File: src/rtl/txt_pkg.sv
package txt_pkg;
  localparam int CODE_W = 8;
  localparam int SCAN_W = 4;
  localparam int FONT_W = 2;
  localparam int ATTR_W = 8;
  localparam int CLR_W  = ATTR_W / 2;
  localparam int SCRL_W = 8;
  localparam int ROWI_W = SCRL_W - 3;
  localparam int ROM_AW = FONT_W + CODE_W + SCAN_W;

  typedef enum logic [2:0] {
    PH_CHR = 3'd0,
    PH_GLY = 3'd1,
    PH_COL = 3'd2
  } slot_ph_e;

  // highest scanline index inside a text row
  function automatic logic [SCAN_W-1:0] last_scan(input logic tall);
    return tall ? SCAN_W'(15) : SCAN_W'(7);
  endfunction

  // scanline-in-row that a scroll offset starts on
  function automatic logic [SCAN_W-1:0] first_scan(input logic tall,
                                                    input logic [SCRL_W-1:0] scroll);
    return tall ? scroll[3:0] : {1'b0, scroll[2:0]};
  endfunction

  // text row that a scroll offset starts on
  function automatic logic [ROWI_W-1:0] first_row(input logic tall,
                                                   input logic [SCRL_W-1:0] scroll);
    return tall ? {1'b0, scroll[SCRL_W-1:4]} : scroll[SCRL_W-1:3];
  endfunction

  function automatic logic [ROM_AW-1:0] glyph_addr(input logic [FONT_W-1:0] font,
                                                    input logic [CODE_W-1:0] code,
                                                    input logic [SCAN_W-1:0] scan);
    return {font, code, scan};
  endfunction

  function automatic logic [CLR_W-1:0] dot_color(input logic dot,
                                                  input logic [ATTR_W-1:0] attr);
    return dot ? attr[CLR_W-1:0] : attr[ATTR_W-1:CLR_W];
  endfunction
endpackage

File: src/rtl/txt_slot_seq.sv
module txt_slot_seq
  import txt_pkg::*;
#(
  parameter int POS_W    = 10,
  parameter int H_ACTIVE = 640,
  parameter int V_ACTIVE = 480,
  parameter int GLYPH_W  = 8
) (
  input  logic [POS_W-1:0] hpos,
  input  logic [POS_W-1:0] vpos,
  output logic             active,
  output logic             slot_chr,
  output logic             slot_gly,
  output logic             slot_col,
  output logic             slot_load,
  output logic             line_adv,
  output logic             frame_init
);
  localparam int PH_W = $clog2(GLYPH_W);

  logic            h_in;
  logic            v_in;
  logic [PH_W-1:0] ph;

  assign h_in   = hpos < POS_W'(H_ACTIVE);
  assign v_in   = vpos < POS_W'(V_ACTIVE);
  assign active = h_in && v_in;
  assign ph     = hpos[PH_W-1:0];

  assign slot_chr  = active && (ph == PH_W'(PH_CHR));
  assign slot_gly  = active && (ph == PH_W'(PH_GLY));
  assign slot_col  = active && (ph == PH_W'(PH_COL));
  assign slot_load = active && (ph == PH_W'(GLYPH_W - 1));

  // first blanking dot of a visible line: step to the next scanline
  assign line_adv   = (hpos == POS_W'(H_ACTIVE)) && v_in;
  // first dot of the first blanking line: reload from scroll offset
  assign frame_init = (hpos == '0) && (vpos == POS_W'(V_ACTIVE));
endmodule

File: src/rtl/txt_line_ctr.sv
module txt_line_ctr
  import txt_pkg::*;
#(
  parameter int ADDR_W = 16,
  parameter int COLS   = 80
) (
  input  logic              clk,
  input  logic              rst_n,
  input  logic              tall,
  input  logic [SCRL_W-1:0] scroll,
  input  logic              line_adv,
  input  logic              frame_init,
  input  logic              active,
  input  logic              step,
  output logic [SCAN_W-1:0] scan,
  output logic [ADDR_W-1:0] row_base,
  output logic [ADDR_W-1:0] rd_ptr
);
  localparam logic [ADDR_W-1:0] ROW_STEP = ADDR_W'(2 * COLS);

  logic [ADDR_W-1:0] init_base;
  logic              wrap;

  assign init_base = ADDR_W'(first_row(tall, scroll)) * ROW_STEP;
  assign wrap      = scan == last_scan(tall);

  always_ff @(posedge clk) begin
    if (!rst_n) begin
      scan     <= '0;
      row_base <= '0;
      rd_ptr   <= '0;
    end else begin
      if (frame_init) begin
        scan     <= first_scan(tall, scroll);
        row_base <= init_base;
      end else if (line_adv) begin
        if (wrap) begin
          scan     <= '0;
          row_base <= row_base + ROW_STEP;
        end else begin
          scan <= scan + 1'b1;
        end
      end

      if (step) begin
        rd_ptr <= rd_ptr + 1'b1;
      end else if (!active) begin
        rd_ptr <= row_base;
      end
    end
  end
endmodule

File: src/rtl/txt_pix_shift.sv
module txt_pix_shift
  import txt_pkg::*;
#(
  parameter int GLYPH_W = 8
) (
  input  logic               clk,
  input  logic               rst_n,
  input  logic [ATTR_W-1:0]  ram_data,
  input  logic [GLYPH_W-1:0] rom_data,
  input  logic               slot_chr,
  input  logic               slot_gly,
  input  logic               slot_col,
  input  logic               slot_load,
  input  logic               active,
  output logic [CODE_W-1:0]  char_code,
  output logic               pix_valid,
  output logic [CLR_W-1:0]   pix_color
);
  logic [ATTR_W-1:0]  hold;
  logic [ATTR_W-1:0]  attr;
  logic [GLYPH_W-1:0] glyph;
  logic [GLYPH_W-1:0] shreg;
  logic [GLYPH_W-1:0] act_pipe;

  // one holding register serves the code, then the attribute
  always_ff @(posedge clk) begin
    if (!rst_n) begin
      hold  <= '0;
      glyph <= '0;
      attr  <= '0;
      shreg <= '0;
    end else begin
      if (slot_chr || slot_col) hold <= ram_data;
      if (slot_gly) glyph <= rom_data;
      if (slot_load) begin
        shreg <= glyph;
        attr  <= hold;
      end else begin
        shreg <= {shreg[GLYPH_W-2:0], 1'b0};
      end
    end
  end

  // visibility delayed by one cell time to line up with the shifter
  for (genvar i = 0; i < GLYPH_W; i++) begin : g_dly
    if (i == 0) begin : g_head
      always_ff @(posedge clk) begin
        if (!rst_n) act_pipe[0] <= 1'b0;
        else        act_pipe[0] <= active;
      end
    end else begin : g_tail
      always_ff @(posedge clk) begin
        if (!rst_n) act_pipe[i] <= 1'b0;
        else        act_pipe[i] <= act_pipe[i-1];
      end
    end
  end

  assign char_code = hold[CODE_W-1:0];
  assign pix_valid = act_pipe[GLYPH_W-1];
  assign pix_color = pix_valid ? dot_color(shreg[GLYPH_W-1], attr) : '0;
endmodule

File: src/rtl/txt_char_fetch.sv
module txt_char_fetch
  import txt_pkg::*;
#(
  parameter int POS_W    = 10,
  parameter int COLS     = 80,
  parameter int V_ACTIVE = 480,
  parameter int ADDR_W   = 16,
  parameter int GLYPH_W  = 8
) (
  input  logic               clk,
  input  logic               rst_n,
  input  logic [POS_W-1:0]   hpos,
  input  logic [POS_W-1:0]   vpos,
  input  logic               tall,
  input  logic [FONT_W-1:0]  font_sel,
  input  logic [SCRL_W-1:0]  scroll,
  output logic               ram_rd,
  output logic [ADDR_W-1:0]  ram_addr,
  input  logic [ATTR_W-1:0]  ram_data,
  output logic               rom_rd,
  output logic [ROM_AW-1:0]  rom_addr,
  input  logic [GLYPH_W-1:0] rom_data,
  output logic               pix_valid,
  output logic [CLR_W-1:0]   pix_color
);
  localparam int H_ACTIVE = COLS * GLYPH_W;

  logic              active;
  logic              slot_chr;
  logic              slot_gly;
  logic              slot_col;
  logic              slot_load;
  logic              line_adv;
  logic              frame_init;
  logic [SCAN_W-1:0] scan_now;
  logic [ADDR_W-1:0] row_base;
  logic [ADDR_W-1:0] rd_ptr;
  logic [CODE_W-1:0] char_code;

  txt_slot_seq #(
    .POS_W   (POS_W),
    .H_ACTIVE(H_ACTIVE),
    .V_ACTIVE(V_ACTIVE),
    .GLYPH_W (GLYPH_W)
  ) u_seq (
    .hpos      (hpos),
    .vpos      (vpos),
    .active    (active),
    .slot_chr  (slot_chr),
    .slot_gly  (slot_gly),
    .slot_col  (slot_col),
    .slot_load (slot_load),
    .line_adv  (line_adv),
    .frame_init(frame_init)
  );

  txt_line_ctr #(
    .ADDR_W(ADDR_W),
    .COLS  (COLS)
  ) u_line (
    .clk       (clk),
    .rst_n     (rst_n),
    .tall      (tall),
    .scroll    (scroll),
    .line_adv  (line_adv),
    .frame_init(frame_init),
    .active    (active),
    .step      (slot_chr || slot_col),
    .scan      (scan_now),
    .row_base  (row_base),
    .rd_ptr    (rd_ptr)
  );

  txt_pix_shift #(
    .GLYPH_W(GLYPH_W)
  ) u_pix (
    .clk      (clk),
    .rst_n    (rst_n),
    .ram_data (ram_data),
    .rom_data (rom_data),
    .slot_chr (slot_chr),
    .slot_gly (slot_gly),
    .slot_col (slot_col),
    .slot_load(slot_load),
    .active   (active),
    .char_code(char_code),
    .pix_valid(pix_valid),
    .pix_color(pix_color)
  );

  assign ram_rd   = slot_chr || slot_col;
  assign ram_addr = rd_ptr;
  assign rom_rd   = slot_gly;
  assign rom_addr = glyph_addr(font_sel, char_code, scan_now);
endmodule

File: config.mk
export PLATFORM = sky130hd
export DESIGN_NAME = txt_char_fetch
export DESIGN_NICKNAME = d
export VERILOG_FILES = /design/src/rtl/txt_pkg.sv /design/src/rtl/txt_slot_seq.sv /design/src/rtl/txt_line_ctr.sv /design/src/rtl/txt_pix_shift.sv /design/src/rtl/txt_char_fetch.sv
export SDC_FILE = /design/constraint.sdc
export NUM_CORES = 1
export LEC_CHECK = 0
export ABC_AREA = 1
export CORE_MARGIN = 5
export CORE_UTILIZATION = 55
export CTS_CLUSTER_SIZE = 28
export DETAILED_ROUTE_END_ITERATION = 10
export PLACE_DENSITY_LB_ADDON = 0.05
export RECOVER_POWER = 25
export SETUP_SLACK_MARGIN = 0.5
export SLEW_MARGIN = 10
export SYNTH_ARGS = -nofsm -noshare
export SYNTH_HDL_FRONTEND = slang
export SYNTH_SLANG_ARGS = --single-unit
File: constraint.sdc
create_clock -name clk -period 5.11 [get_ports clk]
set_input_delay 1.022 -clock clk [delete_from_list [all_inputs] [get_ports clk]]
set_output_delay 1.022 -clock clk [all_outputs]
set_load 0.05 [all_outputs]
==> flow_summary.ini <==
[global_routing]
grt_pass1_wl_um = 16000
antenna_found_initial = 0
globalRoute.totalOverflow = 0
grt_max_degree = 49
grt_usage_pct = 22.7
grt_pass1_vias = 3553

[clock_network]
numCtsBuffers = 9
cts_setup_buffers = 0
cts_tree = built
cts.sinks = 71
clkTransAtPathRegs_ns = 0.08
cts_resized = 0
clockRootBuffer = clkbuf_8
hold_buffers = 0
ctsHtreeMaxLevel = 3
cts_buffer_depth = 2
clkLatencyLatePin_ns = 0.36

[timing]
relSlewSlack_pct = -24.7
fin_skew_ns = 0.00885
final-hold-violation-count = 0
worstMarginPinSlew_ns = 1.87
fin_crit_ns = 4.24
max_freq_mhz = 236
slew_violations = 49
setup_violations = 0
setup-tns-final_ns = 0
grt_setup_unrepaired = false
fin_crit_sh_pct = 83.0

[layout]
fin_util_pct = 71.8
syn2layout_area_growth_pct = 27.0
final_layout_size_suffix_gt1_share_pct = 6.31
n_antenna_cell = 0
finalNetCount = 719
fill_cells = 597

[power_and_ir_drop]
leakage_nw = 2.03
ir_worst_vdd_v = 0.000276
power_density_nw_per_um2 = 249

[yosys]
synth_top_cell_area_share_pct = 37.0
synth_flop_cell = dfxtp_1
ys_warn_count = 0
syn_area_um2 = 3840
ys_top_cells_by_area = dfxtp_1 37%, nand2_1 16%, nor2_1 8.7%
synth_compound_area_share_pct = 13.3
ys_ff_latch = 71
ys_seq_area_share_pct = 37.0
synth_area_leader_cell = dfxtp_1
async_reset_ff_share_pct = 0
yosys.area_share.adder_pct = 3.13
syn_inst = 589
synth_cell_types = 33
synth.avg_cell_area_um2 = 6.52
synth-xor-area-share_pct = 2.74
yosysMostFrequentCell = nand2_1
ys_top_cells_by_count = 164 x nand2_1, 89 x nor2_1, 71 x dfxtp_1
synth_edf_count = 0
synthSimpleGateAreaFrac_pct = 34.0
synth_mux_area_share_pct = 0
synthesis.nets = 647
synth_top_family_by_area = simple AND/OR/NAND/NOR gates

[setup_path]
startpoint_type = input port
rr_worst_depth = 8
reg2reg_from = u_line.rd_ptr[0]
r2r_slack_ns = 3.43
cp_max_fo = 16
critical_path_class = input port to output port
critPathArrivalTime_ns = 3.22
r2r-end = u_line.rd_ptr[10]
required_ns = 4.09
cp-end-kind = output port

[routing]
num_vias = 3820
ant_nets = 0
drc = 0
wl_um = 9530
vias_per_cell = 5.01
dr.pass1.iters = 5
drtIter0Drc = 187
wl_per_cell_um = 12.5

[floorplan]
rows = 30
coreArea_um2 = 6790
die_x_um = 93.6
top_level_ports = 86
die-area_um2 = 8760
die_height_um = 93.6
start_util_pct = 56.5

[placed_design]
port_buffers = 81
dpl.hpwl_um = 6930
gp_congestion = 0.848

[worst_hold_path]
hp-start = u_pix.act_pipe[0]
hold_end = u_pix.act_pipe[1]
hold_depth = 2
min_path_type = register to register

[outcome]
status = complete, but fails checks
violations = capacitance limit, slew limit

[flow_run]
drv_cap = 1
==> routing by layer <==
metal | track usage [%] | share of wire [%]
met5 | 0 | 0
met4 | 6.38 | 1.0
met3 | 6.60 | 5.6
met2 | 37.8 | 48
met1 | 28.8 | 45
==> cells by family after synthesis <==
| family | count (synthesis) |
|---|---|
| simple gates | 309 |
| compound gates | 100 |
| fa+ha+maj | 9 |
| xor+xnor | 12 |
| flops | 71 |
| buf+inv | 88 |
==> worst max-delay path by stage <==
stage / startpoint / to / slack [ns] / cells after the start
6_report: vpos[9] / rom_rd / 0.87 / 10
3_3_place_gp: vpos[9] / rom_rd / 0.91 / 10
2_1_floorplan: hpos[8] / rom_rd / 2.31 / 5
5_1_grt: rst_n / u_line.rd_ptr[0] / 0.74 / 6
4_1_cts: vpos[9] / rom_rd / 0.85 / 10
3_5_place_dp: vpos[9] / rom_rd / 0.86 / 10
==> power breakdown <==
| group | total [W] | switching [W] | internal [W] | leakage, nW |
|---|---|---|---|---|
| clock | 0.000513 | 0.000231 | 0.000282 | 0.115 |
| combinational | 0.000134 | 0.0000744 | 0.0000593 | 1.34 |
| sequential | 0.000568 | 0.00000629 | 0.000562 | 0.574 |
==> per-stage QoR <==
| step | hold WS, ns | instance area [um^2] | power, W | setup WS, ns | std cells |
|---|---|---|---|---|---|
| 6_report | 0.422 | 4880 | 0.00121 | 0.869 | 762 |
| 5_1_grt | 0.442 | 4880 | 0.00127 | 0.735 | 762 |
| 4_1_cts | 0.421 | 4880 | 0.00122 | 0.850 | 762 |
| 3_5_place_dp | 0.399 | 4660 | 0.000716 | 0.860 | 746 |
| 3_3_place_gp | 0.393 | 4660 | 0.000713 | 0.907 | 746 |
| 2_1_floorplan | 0.390 | 3840 | 0.000659 | 2.31 | 589 |
==> state kept, by name (all words and copies together), names as in the netlist, 4 cells and up <==
name / cells
u_pix.glyph: 8
u_line.scan: 4
u_line.rd_ptr: 16
u_line.row_base: 11
u_pix.attr: 8
u_pix.act_pipe: 7
u_pix.shreg: 8
u_pix.char_code: 8
==> cell usage in the layout (no fill, tap or decap) <==
cell type	synthesis	layout
o21ai_1	2	2
a31oi_1	2	2
dlygate4sd3_1	0	1
xor2_1	8	8
inv_2	9	9
nor2_8	1	1
xnor2_1	4	4
o22ai_1	1	1
inv_1	56	56
nand3_4	2	2
clkinv_2	2	2
nand2_2	3	3
clkinv_4	0	2
nand2_1	164	164
bufinv_16	0	2
inv_6	0	3
o21bai_1	1	1
fa_1	1	1
dfxtp_1	71	71
a21oi_1	41	41
nand3_2	1	1
clkbuf_8	0	9
or2_2	1	1
o21ai_2	1	1
nor2_1	89	90
nor2_2	6	5
nor3_1	1	1
nand3_1	30	30
o21ai_0	52	52
or2_1	1	1
clkbuf_1	8	1
clkdlybuf4s50_1	0	80
ha_1	8	8
nor2_4	1	1
nand4_1	9	9
==> worst max-delay path: stages <==
cell and delay (ns):
clkdlybuf4s50_1 0.49, inv_2 0.06, nand2_2 0.07, inv_2 0.03, nand2_2 0.08, nand3_4 0.21
inv_2 0.15, nand3_4 0.14, clkinv_2 0.15, clkdlybuf4s50_1 0.82
==> final cells by class <==
type	count	area [um^2]	area share (%)
clock buffer	9	124	2.54
sequential	71	1420	29.1
clock inverter	7	104	2.13
timing repair buffer	82	815	16.7
multi-input combinational	430	2040	41.8
inverter	67	254	5.21
tap	96	120	2.46
Power figures use the tool's default switching activity.
